### src/rtl/spi_lane_pkg.sv
// Package for the lane shifter.
// Holds the format word layout, the decoded frame settings and the lane count for each mode.
// Assumes the 20-bit format word described in the brief.
package spi_lane_pkg;

    localparam int FMT_W      = 20;
    localparam int MODE_LSB   = 0;
    localparam int ORDER_BIT  = 2;
    localparam int TXONLY_BIT = 3;
    localparam int LEN_LSB    = 16;
    localparam int LEN_W      = 4;

    typedef enum logic [1:0] {
        LM_ONE  = 2'd0,
        LM_TWO  = 2'd1,
        LM_FOUR = 2'd2,
        LM_RSVD = 2'd3
    } lane_mode_e;

    typedef struct packed {
        lane_mode_e       mode;
        logic             lsb_first;
        logic             tx_only;
        logic [LEN_W-1:0] len;
    } frame_cfg_t;

    // Split a format word into its fields.
    function automatic frame_cfg_t unpack_fmt(input logic [FMT_W-1:0] w);
        frame_cfg_t c;
        c.mode      = lane_mode_e'(w[MODE_LSB +: 2]);
        c.lsb_first = w[ORDER_BIT];
        c.tx_only   = w[TXONLY_BIT];
        c.len       = w[LEN_LSB +: LEN_W];
        return c;
    endfunction

    // Number of active lanes for a mode; the reserved code behaves as one lane.
    function automatic logic [2:0] lane_count(input lane_mode_e m);
        case (m)
            LM_TWO:  return 3'd2;
            LM_FOUR: return 3'd4;
            default: return 3'd1;
        endcase
    endfunction

endpackage

### src/rtl/sls_lane_map.sv
// Lane map for the lane shifter.
// For the current group, gives each lane the bit position in the data byte that it carries.
// A lane is flagged as hit when it carries a real bit of the frame.
// Assumes lane_cnt is 1, 2 or 4 and len <= DATA_W.
module sls_lane_map #(
    parameter int DATA_W = 8,
    parameter int LANES  = 4,
    parameter int CW     = 4
) (
    input  logic [CW-1:0]                        grp,
    input  logic [2:0]                           lane_cnt,
    input  logic [CW-1:0]                        len,
    input  logic                                 lsb_first,
    output logic [LANES-1:0]                     hit,
    output logic [LANES-1:0][$clog2(DATA_W)-1:0] pos
);
    localparam int PW = $clog2(DATA_W);
    localparam int IW = 8;

    for (genvar j = 0; j < LANES; j++) begin : g_lane
        logic [IW-1:0] order_idx;
        // Index of this lane's bit in transmission order.
        assign order_idx = IW'(grp) * IW'(lane_cnt)
                         + (lsb_first ? IW'(j) : (IW'(lane_cnt) - IW'(j) - IW'(1)));
        // The lane is active and its bit lies inside the frame.
        assign hit[j] = (IW'(j) < IW'(lane_cnt)) && (order_idx < IW'(len));
        // Map the transmission index to a significance in the byte.
        assign pos[j] = lsb_first ? PW'(order_idx) : PW'(IW'(len) - order_idx - IW'(1));
    end

endmodule

### src/rtl/sls_frame_ctrl.sv
// Frame sequencing for the lane shifter.
// Accepts a start while idle, counts step strobes up to the group count, and pulses done.
// A group count of zero completes on the start cycle without becoming busy.
// Assumes n_groups stays stable while busy.
module sls_frame_ctrl #(
    parameter int CW = 4
) (
    input  logic          clk,
    input  logic          rst_n,
    input  logic          start,
    input  logic          step,
    input  logic [CW-1:0] n_groups,
    output logic          busy,
    output logic          done,
    output logic [CW-1:0] grp,
    output logic          last_step
);
    // Flag the final group of a running frame.
    assign last_step = busy && (grp == n_groups - CW'(1));

    // Busy flag, group counter and done pulse.
    always_ff @(posedge clk) begin
        if (!rst_n) begin
            busy <= 1'b0;
            done <= 1'b0;
            grp  <= '0;
        end else begin
            done <= 1'b0;
            if (!busy) begin
                if (start) begin
                    if (n_groups == '0) begin
                        done <= 1'b1;
                    end else begin
                        busy <= 1'b1;
                        grp  <= '0;
                    end
                end
            end else if (step) begin
                if (last_step) begin
                    busy <= 1'b0;
                    done <= 1'b1;
                end else begin
                    grp <= grp + CW'(1);
                end
            end
        end
    end

endmodule

### src/rtl/sls_rx_collect.sv
// Receive assembly for the lane shifter.
// Clears at frame start and stores each sampled lane bit at its mapped position.
// Bits that are never written stay zero, so the result is right-aligned.
// Assumes pos is only meaningful where hit is set.
module sls_rx_collect #(
    parameter int DATA_W = 8,
    parameter int LANES  = 4
) (
    input  logic                                 clk,
    input  logic                                 rst_n,
    input  logic                                 clear,
    input  logic                                 capture,
    input  logic [LANES-1:0]                     hit,
    input  logic [LANES-1:0][$clog2(DATA_W)-1:0] pos,
    input  logic [LANES-1:0]                     in_bits,
    output logic [DATA_W-1:0]                    rx_q
);
    // Receive byte register.
    always_ff @(posedge clk) begin
        if (!rst_n) begin
            rx_q <= '0;
        end else if (clear) begin
            rx_q <= '0;
        end else if (capture) begin
            for (int j = 0; j < LANES; j++) begin
                if (hit[j]) rx_q[pos[j]] <= in_bits[j];
            end
        end
    end

endmodule

### src/rtl/spi_lane_shifter.sv
// Top of the multi-lane SPI frame shifter.
// Latches the format and transmit byte on start, presents one bit group per step interval,
// samples incoming groups on each step, and reports the received byte at frame end.
// Assumes LANES >= 4, DATA_W <= 8, and start/step are single-cycle strobes.
module spi_lane_shifter #(
    parameter int DATA_W = 8,
    parameter int LANES  = 4
) (
    input  logic                           clk,
    input  logic                           rst_n,
    input  logic [spi_lane_pkg::FMT_W-1:0] cfg_fmt,
    input  logic                           start,
    input  logic [DATA_W-1:0]              tx_byte,
    input  logic                           step,
    input  logic [LANES-1:0]               dq_in,
    output logic [LANES-1:0]               dq_out,
    output logic [LANES-1:0]               dq_oe,
    output logic                           busy,
    output logic                           done,
    output logic                           rx_valid,
    output logic [DATA_W-1:0]              rx_data
);
    import spi_lane_pkg::*;

    localparam int CW = $clog2(DATA_W + 1);
    localparam int PW = $clog2(DATA_W);

    frame_cfg_t               cfg_live, cfg_q;
    logic [CW-1:0]            len_live, len_q, groups_live, groups_q, grp, n_groups;
    logic [2:0]               lanes_q;
    logic [DATA_W-1:0]        tx_q;
    logic                     accept, last_step, capture, single_q;
    logic [LANES-1:0]         hit, lane_mask, in_bits, out_bits;
    logic [LANES-1:0][PW-1:0] pos;

    assign cfg_live = unpack_fmt(cfg_fmt);
    assign accept   = start & ~busy;

    // Clamp the requested length to the byte width.
    always_comb begin
        if (int'(cfg_live.len) > DATA_W) len_live = CW'(DATA_W);
        else                             len_live = CW'(cfg_live.len);
    end

    // Group count: the length divided by the lane count, rounded up.
    always_comb begin
        case (cfg_live.mode)
            LM_TWO:  groups_live = (len_live + CW'(1)) >> 1;
            LM_FOUR: groups_live = (len_live + CW'(3)) >> 2;
            default: groups_live = len_live;
        endcase
    end

    assign n_groups = busy ? groups_q : groups_live;

    // Hold the frame settings and the transmit byte for the whole frame.
    always_ff @(posedge clk) begin
        if (!rst_n) begin
            cfg_q    <= '0;
            len_q    <= '0;
            groups_q <= '0;
            tx_q     <= '0;
        end else if (accept) begin
            cfg_q    <= cfg_live;
            len_q    <= len_live;
            groups_q <= groups_live;
            tx_q     <= tx_byte;
        end
    end

    assign lanes_q  = lane_count(cfg_q.mode);
    assign single_q = (lanes_q == 3'd1);

    for (genvar j = 0; j < LANES; j++) begin : g_mask
        assign lane_mask[j] = (j < int'(lanes_q));
        assign out_bits[j]  = hit[j] & tx_q[pos[j]];
    end

    sls_lane_map #(.DATA_W(DATA_W), .LANES(LANES), .CW(CW)) u_map (
        .grp       (grp),
        .lane_cnt  (lanes_q),
        .len       (len_q),
        .lsb_first (cfg_q.lsb_first),
        .hit       (hit),
        .pos       (pos)
    );

    sls_frame_ctrl #(.CW(CW)) u_ctrl (
        .clk       (clk),
        .rst_n     (rst_n),
        .start     (start),
        .step      (step),
        .n_groups  (n_groups),
        .busy      (busy),
        .done      (done),
        .grp       (grp),
        .last_step (last_step)
    );

    assign capture = step & busy & ~cfg_q.tx_only;
    assign in_bits = single_q ? LANES'(dq_in[1]) : dq_in;

    sls_rx_collect #(.DATA_W(DATA_W), .LANES(LANES)) u_rx (
        .clk     (clk),
        .rst_n   (rst_n),
        .clear   (accept),
        .capture (capture),
        .hit     (hit),
        .pos     (pos),
        .in_bits (in_bits),
        .rx_q    (rx_data)
    );

    // Output enables by lane mode and direction.
    always_comb begin
        if (!busy)                dq_oe = '0;
        else if (single_q)        dq_oe = LANES'(1);
        else if (cfg_q.tx_only)   dq_oe = lane_mask;
        else                      dq_oe = '0;
    end

    assign dq_out = out_bits & dq_oe;

    // Receive-ready pulse at the end of a receive frame.
    always_ff @(posedge clk) begin
        if (!rst_n) rx_valid <= 1'b0;
        else        rx_valid <= step & last_step & ~cfg_q.tx_only;
    end

endmodule

### config.mk
export PLATFORM = sky130hd
export DESIGN_NAME = spi_lane_shifter
export DESIGN_NICKNAME = d
export VERILOG_FILES = /design/src/rtl/spi_lane_pkg.sv /design/src/rtl/sls_lane_map.sv /design/src/rtl/sls_frame_ctrl.sv /design/src/rtl/sls_rx_collect.sv /design/src/rtl/spi_lane_shifter.sv
export SDC_FILE = /design/constraint.sdc
export NUM_CORES = 1
export LEC_CHECK = 0
export ABC_AREA = 0
export ABC_CLOCK_PERIOD_IN_PS = 6700
export BUFFER_PORTS_ARGS = -buffer_cell sky130_fd_sc_hd__buf_4
export CAP_MARGIN = 20
export CORE_ASPECT_RATIO = 0.6
export CORE_MARGIN = 3
export CORE_UTILIZATION = 50
export CTS_CLUSTER_SIZE = 25
export DETAILED_ROUTE_END_ITERATION = 6
export PLACE_DENSITY_LB_ADDON = 0.1
export SKIP_CTS_REPAIR_TIMING = 1
export SKIP_LAST_GASP = 1
export SLEW_MARGIN = 20
export SYNTH_ARGS = -nofsm -noshare
export SYNTH_HDL_FRONTEND = slang
export SYNTH_SLANG_ARGS = --single-unit
### constraint.sdc
create_clock -name clk -period 6.7 [get_ports clk]
set_input_delay 1.34 -clock clk [delete_from_list [all_inputs] [get_ports clk]]
set_output_delay 1.34 -clock clk [all_outputs]
set_load 0.02 [all_outputs]
==> results.py <==
metrics = {
    "grt": {
        "grt_start_max_net_pins": 27,
        "grt_overflow_total": 0,
        "antenna_found_initial": 0,
        "total_routing_usage_gr_pct": 26.74,
        "first_global_vias": 4184,
        "grt_pass1_wl_um": 21360,
    },
    "synth": {
        "syn-cell-area_um2": 4343,
        "synth_warnings": 0,
        "asyncSetResetFlopFracSynth_pct": 0,
        "number_of_distinct_library_cell_variants_in_the_gate_level_netlist_after_synthesis": 58,
        "top_ff_cell_synth": "sky130_fd_sc_hd__dfxtp_1",
        "synth_edf_count": 0,
        "syn-mean-instance-area_um2": 7.633,
        "seq_area_frac_synth_pct": 16.13,
        "synthesis.instances": 569,
        "leading_post_synthesis_cells_by_cell_area": "sky130_fd_sc_hd__dfxtp_1 (16%), sky130_fd_sc_hd__ha_1 (13%), sky130_fd_sc_hd__nand2_1 (6.7%), sky130_fd_sc_hd__a21oi_1 (6.6%), sky130_fd_sc_hd__fa_1 (5.1%)",
        "synth_top_area_share_pct": 16.13,
        "synth-seq-cells": 35,
        "post-synth-top-area-cell": "sky130_fd_sc_hd__dfxtp_1",
    },
    "timing": {
        "fin_worst_skew_ns": 0.005883,
        "slew_headroom_pct": 25.58,
        "grt_setup_unrepaired": "no",
        "post-route-min-period_ns": 6.442,
        "maxSlewViolCount": 0,
        "hold_viol": 0,
        "highest_achievable_clock_rate_mhz": 155.2,
        "worst-slew-pin-transition_ns": 1.108,
        "layout_worst_path_cycle_share_pct": 96.15,
        "setup_tns_ns": 0,
        "finalSetupViolations": 0,
    },
    "power": {
        "share_seq_of_total_power_pct": 25.2,
        "power.clock.fraction_pct": 23.4,
        "net-switching-power_w": 0.0004198,
        "power.switching_fraction_pct": 43.25,
        "pwr_density_cell_nw_per_um2": 197.5,
        "max-vdd-ir-drop_mv": 0.1284,
        "cell_leakage_power_nw": 2.109,
        "internal_power_w": 0.0005509,
        "pwr-share-comb_pct": 51.4,
    },
    "route": {
        "maxUsedRoutingLayer": "met4",
        "drt-pass1-iter-count": 5,
        "route.antenna.remaining_nets": 0,
        "drt-vias-per-instance": 6.287,
        "wl_per_cell_um": 18.42,
        "route.final.wire_length_um": 13150,
        "detail_route.drc_violations": 0,
        "wl_met3_um": 1263,
        "dr.first_iter.drc_count": 489,
        "route.vias.total": 4489,
        "met2_wirelength_um": 5325,
        "routed_met1_length_um": 6348,
    },
    "layout": {
        "layout.cells.most_common": "sky130_fd_sc_hd__nand2_1",
        "most-common-layout-cells": "sky130_fd_sc_hd__nand2_1 (77), sky130_fd_sc_hd__a21oi_1 (57), sky130_fd_sc_hd__buf_4 (50)",
        "layout_cell_share_with_drive_strength_beyond_1_pct": 13.20,
        "n_antenna_cell": 0,
        "design.final.nets": 699,
        "seqCellArea_um2": 700.7,
        "n_fill_cell": 760,
        "layout.cell_area.non_filler_um2": 4915,
        "multiInputGateArea_um2": 3445,
        "synthToLayoutAreaGrowth_pct": 13.17,
        "layoutNonFillerInstCount": 714,
    },
    "placed_design": {
        "port_buffer_count": 42,
        "dp.cells": 707,
        "gpl.final_weighted_congestion": 0.9613,
        "placed_cell_area_um2": 4773,
        "dp_hpwl_um": 10230,
    },
    "critical_path": {
        "critical_path.startpoint_type": "register",
        "critical_path.n_buffers_inverters": 3,
        "critical_path.slowest_cell": "sky130_fd_sc_hd__or4_1",
        "critical_path_max_stage_delay_ns": 0.60,
        "wp_data_required_ns": 5.36,
        "worst_setup_path_category": "register to output pin",
        "cp.arrival_ns": 5.10,
        "crit_path_frequent_cell": "sky130_fd_sc_hd__ha_1",
        "worstRegToRegCells": 17,
        "total_number_of_cells_along_the_worst_setup_path": 16,
        "sequence_of_cells_on_the_critical_path": "inv_1 > ha_2 > nand2_1 > fa_1 > inv_1 > ha_1 > fa_1 > ha_1 > xnor2_1 > ha_1 > o21ai_0 > o2111ai_1 > or3b_1 > or4_1 > nor3b_1 > buf_4",
        "category_of_the_worst_setup_path_capture_point": "output pin",
        "path_max_fanout": 10,
        "critPathTopFamily": "adder cells",
    },
    "clock_tree": {
        "cts_tree": "yes",
        "clock_insertion_delay_worst_skew_ns": 0.29,
        "cts_sinks": 35,
        "root_buffer": "sky130_fd_sc_hd__clkbuf_16",
        "htree_num_levels": 2,
        "cts-root-to-sink-buffers": 2,
        "cts_buffers": 5,
        "clkSlewWorstSetupHoldPaths_ns": 0.05,
    },
    "floorplanning": {
        "die_height_um": 78.19,
        "starting_density_pct": 53.20,
        "dieArea_um2": 9877,
        "std_cell_rows": 25,
        "coreArea_um2": 8164,
        "die_w_um": 126.3,
        "io_pins": 55,
    },
    "hold_path": {
        "hold_path.class": "register to register",
        "worst_hold_path.num_cells": 2,
    },
    "run": {
        "drv.max_cap_violation_count": 0,
    },
    "outcome": {
        "status": "finished clean",
    },
}
layout make-up:
cell class | count | area share, %
Multi-Input combinational cell | 482 | 70.09
Clock buffer | 5 | 2.546
Tap cell | 108 | 2.750
Inverter | 32 | 2.444
Timing Repair Buffer | 50 | 7.637
Clock inverter | 2 | 0.2800
Sequential cell | 35 | 14.26
metrics by stage:
step | hold WS (ns) | total power (W) | setup slack (ns) | utilization, %
floorplan | 0.4363 | 0.0005998 | 0.5806 | -
global placement | 0.4520 | 0.0007198 | 0.5827 | 58.47
detailed placement | 0.4617 | 0.0007315 | 0.4070 | 58.47
CTS | 0.4693 | 0.0009647 | 0.09994 | 60.17
global route | 0.4999 | 0.001033 | 0.02526 | 60.20
finish | 0.4679 | 0.0009706 | 0.2577 | 60.20
registers in the layout, indices dropped and copies added, names as in the netlist, 4 cells and up:
signal	flops
tx_q	8
u_rx.rx_q	8
u_ctrl.grp	4
len_q	4
groups_q	4
cfg_q	4
cells in the mapped netlist, types with 11 or more instances:
| cell type | number |
|---|---|
| sky130_fd_sc_hd__nand2_1 | 77 |
| sky130_fd_sc_hd__a21oi_1 | 57 |
| sky130_fd_sc_hd__ha_1 | 46 |
| sky130_fd_sc_hd__nor2_1 | 41 |
| sky130_fd_sc_hd__dfxtp_1 | 35 |
| sky130_fd_sc_hd__inv_1 | 30 |
| sky130_fd_sc_hd__o21ai_0 | 26 |
| sky130_fd_sc_hd__mux2i_1 | 18 |
| sky130_fd_sc_hd__clkbuf_1 | 17 |
| sky130_fd_sc_hd__nor2b_1 | 15 |
| sky130_fd_sc_hd__xnor2_1 | 15 |
| sky130_fd_sc_hd__nor3_1 | 14 |
| sky130_fd_sc_hd__nor4_1 | 12 |
| sky130_fd_sc_hd__fa_1 | 11 |
power groups by stage:
| stage | sequential, W | clock, W | combinational, W |
|---|---|---|---|
| detailed placement | 0.000249 | 0 | 0.000483 |
| CTS | 0.000244 | 0.000233 | 0.000488 |
| global placement | 0.000248 | 0 | 0.000472 |
| finish | 0.000245 | 0.000227 | 0.000499 |
| global route | 0.000248 | 0.000239 | 0.000546 |
| floorplan | 0.000246 | 0 | 0.000354 |
worst register-to-register path, delay by kind of cell (launching register included):
| family | cells | cell delay, ns |
|---|---|---|
| AOI/OAI and AO/OA | 6 | 1.00 |
| adders and majority gates | 5 | 1.90 |
| DFF | 1 | 0.33 |
| and+or+nand+nor | 3 | 1.67 |
| xor gates and xnor gates | 1 | 0.35 |
| buffers and inverters | 2 | 0.14 |
per-layer routing:
metal,up-vias,global-route usage [%]
met1,2100,39.78
met5,-,0
li1,2137,-
met2,226,38.97
met3,26,5.370
met4,0,7.281
cell families (layout without fill, tap and decap cells):
group / after synthesis / in the layout / share of synthesized area, %
other: 2 / 6 / 0.1729
buffers and inverters: 56 / 89 / 4.955
AND/OR/NAND/NOR: 213 / 213 / 24.17
flip-flops: 35 / 35 / 16.13
multiplexers: 29 / 29 / 8.556
AO/OA/AOI/OAI: 152 / 152 / 22.65
adder cells (fa/ha/maj): 57 / 57 / 18.32
XOR/XNOR: 25 / 25 / 5.042
worst paths after layout:
kind | from | end | slack, ns
setup / recovery | cfg_q[6]$_SDFFE_PN0P_ | dq_out[3] | 0.26
hold / removal | len_q[3]$_SDFFE_PN0P_ | len_q[3]$_SDFFE_PN0P_ | 0.47
setup reg to reg | cfg_q[6]$_SDFFE_PN0P_ | u_rx.rx_q[4]$_SDFFE_PP0P_ | 1.18
hold reg to reg | len_q[3]$_SDFFE_PN0P_ | len_q[3]$_SDFFE_PN0P_ | 0.47
No activity file was read; power rests on OpenSTA's default activity.
